===== src/rtl/clkdiv_pkg.sv =====
// Package: shared constants and ratio lookup for the divider bank.
// Assumes bank indices 0 = A, 1 = B, 2 = C.
package clkdiv_pkg;
    localparam int NBANK  = 3;
    localparam int HALF_W = 4;

    typedef logic [HALF_W-1:0] half_t;

    // Half-period, in source cycles, for a bank, code and range setting.
    function automatic half_t half_for(input int bank, input logic [1:0] code, input logic rng);
        half_t b;
        case (bank)
            0: case (code)
                   2'd0: b = half_t'(2);
                   2'd1: b = half_t'(3);
                   2'd2: b = half_t'(4);
                   default: b = half_t'(6);
               endcase
            1: case (code)
                   2'd0: b = half_t'(2);
                   2'd1: b = half_t'(3);
                   2'd2: b = half_t'(4);
                   default: b = half_t'(5);
               endcase
            default: case (code)
                   2'd0: b = half_t'(1);
                   2'd1: b = half_t'(2);
                   2'd2: b = half_t'(3);
                   default: b = half_t'(4);
               endcase
        endcase
        return rng ? b : half_t'(b << 1);
    endfunction
endpackage


===== src/rtl/clkdiv_chan.sv =====
// Module: one divider channel. Registers its code and range, and toggles
// an output every half-period. A new half-period is loaded only when the
// output rises, so a running period always ends at its own length.
// Assumes: synchronous active-low reset; bank index picks the ratio table.
module clkdiv_chan
    import clkdiv_pkg::*;
#(
    parameter int BANK = 0
) (
    input  logic       clk,
    input  logic       rst_n,
    input  logic [1:0] code,
    input  logic       rng,
    output logic       q,
    output logic       upd
);
    logic [1:0] code_q;
    logic       rng_q;
    half_t      half_r;
    half_t      cnt;
    half_t      new_half;

    // Capture the ratio inputs on the source clock.
    always_ff @(posedge clk) begin
        if (!rst_n) begin
            code_q <= 2'b00;
            rng_q  <= 1'b1;
        end else begin
            code_q <= code;
            rng_q  <= rng;
        end
    end

    // Ratio that a period starting now would use.
    always_comb new_half = half_for(BANK, code_q, rng_q);

    // Phase counter: toggles the output and loads a ratio only at a rising edge.
    always_ff @(posedge clk) begin
        if (!rst_n) begin
            q      <= 1'b0;
            cnt    <= half_t'(1);
            half_r <= '0;
            upd    <= 1'b0;
        end else begin
            upd <= 1'b0;
            if (cnt == half_t'(1)) begin
                q <= ~q;
                if (!q) begin
                    half_r <= new_half;
                    cnt    <= new_half;
                    upd    <= (half_r != '0) && (new_half != half_r);
                end else begin
                    cnt <= half_r;
                end
            end else begin
                cnt <= cnt - half_t'(1);
            end
        end
    end
endmodule


===== src/rtl/clkdiv_fanout.sv =====
// Module: replicates one channel clock onto N outputs. The top NINV
// outputs are XORed with a registered invert bit, so every output
// leaves the same flop through one gate level.
module clkdiv_fanout #(
    parameter int NOUT = 4,
    parameter int NINV = 0
) (
    input  logic            q,
    input  logic            inv,
    output logic [NOUT-1:0] y
);
    generate
        for (genvar i = 0; i < NOUT; i++) begin : g_out
            localparam bit MASK = (i >= NOUT - NINV);
            // Drive output i, inverted only when it is in the masked group.
            assign y[i] = q ^ (inv & MASK);
        end
    endgenerate
endmodule


===== src/rtl/clkdiv_bank.sv =====
// Module: top of the three-bank divider. One channel per bank, each
// feeding a fanout stage; bank C's upper outputs can be inverted.
// Assumes all inputs are synchronous to clk.
module clkdiv_bank
    import clkdiv_pkg::*;
#(
    parameter int NOUT = 4,
    parameter int NINV = 2
) (
    input  logic            clk,
    input  logic            rst_n,
    input  logic [1:0]      sel_a,
    input  logic [1:0]      sel_b,
    input  logic [1:0]      sel_c,
    input  logic            range_hi,
    input  logic            inv_en,
    output logic [NOUT-1:0] qa,
    output logic [NOUT-1:0] qb,
    output logic [NOUT-1:0] qc,
    output logic [NBANK-1:0] ratio_upd
);
    logic [1:0]      sel_v [NBANK];
    logic [NBANK-1:0] bank_q;
    logic [NOUT-1:0] y_v   [NBANK];
    logic            inv_q;

    assign sel_v[0] = sel_a;
    assign sel_v[1] = sel_b;
    assign sel_v[2] = sel_c;

    // Register the invert control so it lines up with the channel flops.
    always_ff @(posedge clk) begin
        if (!rst_n) inv_q <= 1'b0;
        else        inv_q <= inv_en;
    end

    generate
        for (genvar k = 0; k < NBANK; k++) begin : g_bank
            clkdiv_chan #(.BANK(k)) u_chan (
                .clk  (clk),
                .rst_n(rst_n),
                .code (sel_v[k]),
                .rng  (range_hi),
                .q    (bank_q[k]),
                .upd  (ratio_upd[k])
            );
            clkdiv_fanout #(.NOUT(NOUT), .NINV((k == NBANK - 1) ? NINV : 0)) u_fan (
                .q  (bank_q[k]),
                .inv(inv_q),
                .y  (y_v[k])
            );
        end
    endgenerate

    assign qa = y_v[0];
    assign qb = y_v[1];
    assign qc = y_v[2];
endmodule


===== config.mk =====
export PLATFORM = sky130hd
export DESIGN_NAME = clkdiv_bank
export DESIGN_NICKNAME = d
export VERILOG_FILES = /design/src/rtl/clkdiv_pkg.sv /design/src/rtl/clkdiv_chan.sv /design/src/rtl/clkdiv_fanout.sv /design/src/rtl/clkdiv_bank.sv
export SDC_FILE = /design/constraint.sdc
export NUM_CORES = 1
export LEC_CHECK = 0
export BUFFER_PORTS_ARGS = -buffer_cell sky130_fd_sc_hd__buf_2
export CAP_MARGIN = 20
export CELL_PAD_IN_SITES_DETAIL_PLACEMENT = 1
export CELL_PAD_IN_SITES_GLOBAL_PLACEMENT = 2
export CORE_ASPECT_RATIO = 1.25
export CORE_MARGIN = 2
export CORE_UTILIZATION = 37
export DETAILED_ROUTE_END_ITERATION = 16
export PLACE_DENSITY_LB_ADDON = 0.1
export SLEW_MARGIN = 10
export SYNTH_ARGS = -nofsm -noshare
export SYNTH_HDL_FRONTEND = slang
export SYNTH_SLANG_ARGS = --single-unit

===== constraint.sdc =====
create_clock -name clk -period 3.7 [get_ports clk]
set_clock_uncertainty 0.1 [all_clocks]
set_input_delay 0.37 -clock clk [delete_from_list [all_inputs] [get_ports clk]]
set_output_delay 0.37 -clock clk [all_outputs]
set_load 0.02 [all_outputs]

======== Yosys cells after proc, flatten, opt, wreduce, memory -nomap -nowiden ========
Cells that the tools add are included.
cells by class
  $add $sub $neg .......................... 3
  multipliers ............................. 0
  div/mod/pow operators ................... 0
  $lt $le $gt $ge ......................... 0
  equal/unequal tests ..................... 12
  shift-type cells ........................ 0
  muxes and demuxes ....................... 12
  bitwise logic cells ..................... 8
  reductions and logical operators ........ 12
operator list
  cell                   count
  $mux W4                9
  $pmux W3 S3            3
  $eq A4 B1 Y1 const B   3
  $ne A4 B4 Y1           3
  $reduce_bool A4 Y1     3
  $sub A4 B1 Y4 const B  3
  $reduce_or A3 Y1       3
  $not A1 Y1             7
  $eq A2 B1 Y1 const B   3
  $eq A2 B2 Y1 const B   3
  $logic_not A2 Y1       3
  $logic_and A1 B1 Y1    3
  $xor A1 B1 Y1          1
word-level totals
  register bits ........................... 38
  bits in latches ......................... 0
  bits in writable memories ............... 0
  bits in read-only memories .............. 0
  memories ................................ 0

======== Longest topological paths before layout ========
  depth after elaboration ................. 5
  gate-level depth with buffers ........... 7
  gate-level depth less buffers ........... 6

======== By module ========
From an unflattened synthesis, not the netlist that was laid out.
second synthesis, totals
  cell total of the unflattened synthesis .. 248
  area total of the unflattened synthesis .. 2210.9 um^2
by module, submodules not included
  module                               times used  cells an instance  area each (um^2)
  clkdiv_chan (g_bank[2].u_chan)       1           79                 733.2
  clkdiv_chan (g_bank[0].u_chan)       1           79                 694.4
  clkdiv_chan (g_bank[1].u_chan)       1           76                 665.6
  clkdiv_fanout (g_bank[0].u_fan ...)  2           4                  30.0
  clkdiv_fanout (g_bank[2].u_fan)      1           4                  31.3
  clkdiv_bank                          1           2                  26.3

======== Least setup slack after synthesis ========
OpenSTA, ideal clock, no wires.
  path type ............................... register -> register
  start point ............................. reg g_bank[1].u_chan.cnt[1]
  end point ............................... reg g_bank[1].u_chan.half_r[2]
  library setup time ...................... 65 ps
  arrival ................................. 1541 ps
  path slack .............................. 1993 ps
  cell stages (with the launch flop) ...... 8
  clock period less this slack ............ 1707 ps
  cell sequence ........................... dfxtp_1 inv_1 ha_1 or3b_1 buf_2 nor2_4 mux2_2 nor2b_1
on the way
  word-level cells in the longest chain between the ends .. 1
ends and longest elaborated chain
  item                    RTL line           text
  start, declared         clkdiv_chan.sv:20  half_t cnt;
  start signal, assigned  clkdiv_chan.sv:41  cnt <= half_t'(1);
  start signal, assigned  clkdiv_chan.sv:50  cnt <= new_half;
  start signal, assigned  clkdiv_chan.sv:53  cnt <= half_r;
  $eq A4 B1 Y1            clkdiv_chan.sv:46  if (cnt == half_t'(1)) begin
  end signal, assigned    clkdiv_chan.sv:49  half_r <= new_half;
  end, declared           clkdiv_chan.sv:19  half_t half_r;
No other way between the ends.
A chain may end at the register's enable or synchronous reset.

======== Worst setup path after layout ========
Same ends and word-level chain as after synthesis.

==> run metrics <==
run status complete, no violations; unrepaired setup endpoints after global routing no; max incr delay on CP 0.50 ns; WL/cell 13.5 um; initial antenna violation count 0; kind of end point of the critical path flip-flop; n_diodes 0; EDFF count, synth 0; io pins 25; Mean Syn Cell Area 8.55 um^2; DP Wirelength 3030 um; die footprint 0.00628 mm^2; Max Cap Violations 0; Netlist cell types 47; Total GRT Usage 14.8%; CTS max path bufs 2; Root Buffer Master clkbuf_8; Pins Over Slew Limit 0; area leader, netlist dfxtp_1; area share of the largest cell type after synthesis 36.3%; final worst slack 1.83 ns; Initial Util 38.5%; worst hold-check path type input port to flip-flop; CTS tree yes; CTS Hold Bufs 0; clock sink count 38; drt drc 0; Worst Setup SP g_bank[1].u_chan.cnt[1]; GRT overflow 0; H-tree depth 2; CP Data Arrival Time 2.01 ns; Async S/R FF share, synth 0%; vias in the first global route 1,623; register area share after synthesis 36.3%; Post-CTS Setup Inserts 0; via/cell ratio 5.13; commonest non-fill, non-tap cells in the layout 38 x dfxtp_1, 33 x nand2_1, 24 x buf_2; Mapped Nets 262; Netlist Area Pre-Place 0.00209 mm^2; CP max FO 7; Placeable Area 0.00544 mm^2; CP cell instances inv_1, ha_1, or3b_1, nor2_4, mux2_2, nor2b_1; Startpoint Class flip-flop; most common cell after layout, fill and taps aside dfxtp_1; Post-CTS Resized 0; Final setup viols 0; Post-DRT Antenna Nets 0; critical path type flip-flop to flip-flop; DR WL met2 2040 um; first-pass GRT wire length 7400 um; final WL 4220 um; share of cells above drive strength 1 15.7%; Iter 0 DRT Violations 32; relative slew slack 50.9%; pre-CTS WS 1.82 ns; Main synth FF type dfxtp_1; Inst Count DP 305; Critical-path top delay cell or3b_1; final clock period utilization by the worst path 50.7%; fill count 655; Post-Syn Instances 245; router iterations before antenna repair 4; Max VDD drop 0.379 mV; Final GP Congestion 0.720; top cells by area, synth dfxtp_1 36%, nand2_1 5.9%, buf_4 5.4%; Crit path required time 3.83 ns; Ys Warns 0; row count 30; Skew-Pair Late Insertion Delay 0.29 ns; met3 WL 133 um; largest net degree at the start of global routing 39; Hold Startpoint range_hi; Top Layer Used met4; P_leak 0.994 nW; flops & latches, synth 38; Final Non-Filler Cells 313; wire length on met1 1970 um; crit path time final 1.87 ns; worst slew pin tran 0.735 ns; Die Width 71.3 um; pwr dens 826 mW/mm^2; area grow syn2layout 4.84%; setup TNS 0 ns; fmax 533 MHz; CTS clock-pin slew for the worst setup and hold paths 0.07 ns; Port Buffers 24; Final Hold Vio Count 0; via count 1,606; die height 88.1 um; fin nets 265; CTS buffer count 5; RR Startpoint g_bank[1].u_chan.cnt[1]
## per-layer routing
metal	GRT usage, %	up-vias
met3	3.45	6
met1	17.8	740
li1	-	837
met4	5.66	0
met2	25.5	23
met5	0	-
## worst max-delay path: cells and delay by family, from the launching register on
family / cells / cell delay [ns]
flip-flops: 1 / 0.32
AND/OR/NAND/NOR: 3 / 0.77
buffers and inverters: 1 / 0.09
adder cells (fa/ha/maj): 1 / 0.20
multiplexers: 1 / 0.34
## kinds of logic after synthesis
family | synth area share [%]
and+or+nand+nor | 23.7
AOI/OAI and AO/OA | 17.4
buffers and inverters | 11.1
DFF | 36.3
xor gates and xnor gates | 4.18
adders and majority gates | 4.18
muxes | 3.11
## where the power goes
part	leakage (nW)	total (mW)	internal (mW)	switching [mW]
clock	0.0482	0.297	0.150	0.147
sequential	0.314	0.711	0.537	0.174
combinational	0.632	0.806	0.359	0.447
## sequential cells by signal, indices dropped and copies added, names as in the netlist
signal / cells
g_bank.u_chan.half_r: 12
g_bank.u_chan.cnt: 12
g_bank.u_chan.rng_q: 1
inv_q: 1
g_bank.u_chan.upd: 3
g_bank.u_chan.code_q: 6
g_bank.u_chan.q: 3
## layout make-up
class	instances	area (um^2)	share of cell area [%]
multi-input combinational	168	1100	50.2
clock buffer	7	86.3	3.93
tap	64	80.1	3.65
clock inverter	1	5.00	0.228
timing repair buffer	24	120	5.47
inverter	11	41.3	1.88
sequential	38	761	34.6
## final timing paths
kind	endpoint	slack, ns	depth (start not counted)
min reg2reg	g_bank[0].u_chan.upd	0.42	2
max reg2reg	g_bank[1].u_chan.half_r[2]	1.83	6
max	g_bank[1].u_chan.half_r[2]	1.83	6
min	g_bank[1].u_chan.rng_q	0.15	2
## synth_stat cells (4+ instances only)
| library cell | n |
|---|---|
| a21oi_1 | 5 |
| a31oi_1 | 4 |
| and2_1 | 10 |
| and3_1 | 4 |
| buf_2 | 5 |
| buf_4 | 15 |
| clkbuf_1 | 5 |
| dfxtp_1 | 38 |
| ha_1 | 7 |
| inv_1 | 11 |
| mux2_2 | 4 |
| nand2_1 | 33 |
| nand2b_1 | 4 |
| nand4_1 | 4 |
| nor2_1 | 8 |
| nor3_1 | 4 |
| nor3b_1 | 4 |
| o211a_1 | 7 |
| o21ai_0 | 14 |
| xnor2_1 | 5 |
| xor2_1 | 5 |
## metrics by stage
step / total power, mW / hold WS, ns / area (um^2) / util [%]
floorplan: 1.46 / 0.359 / 2090 / -
finish: 1.81 / 0.155 / 2200 / 40.3
CTS: 1.85 / 0.146 / 2200 / 40.3
detailed placement: 1.54 / 0.413 / 2100 / 38.7
global route: 1.99 / 0.151 / 2200 / 40.3
global placement: 1.54 / 0.401 / 2100 / 38.7
Power figures use the tool's default switching activity.
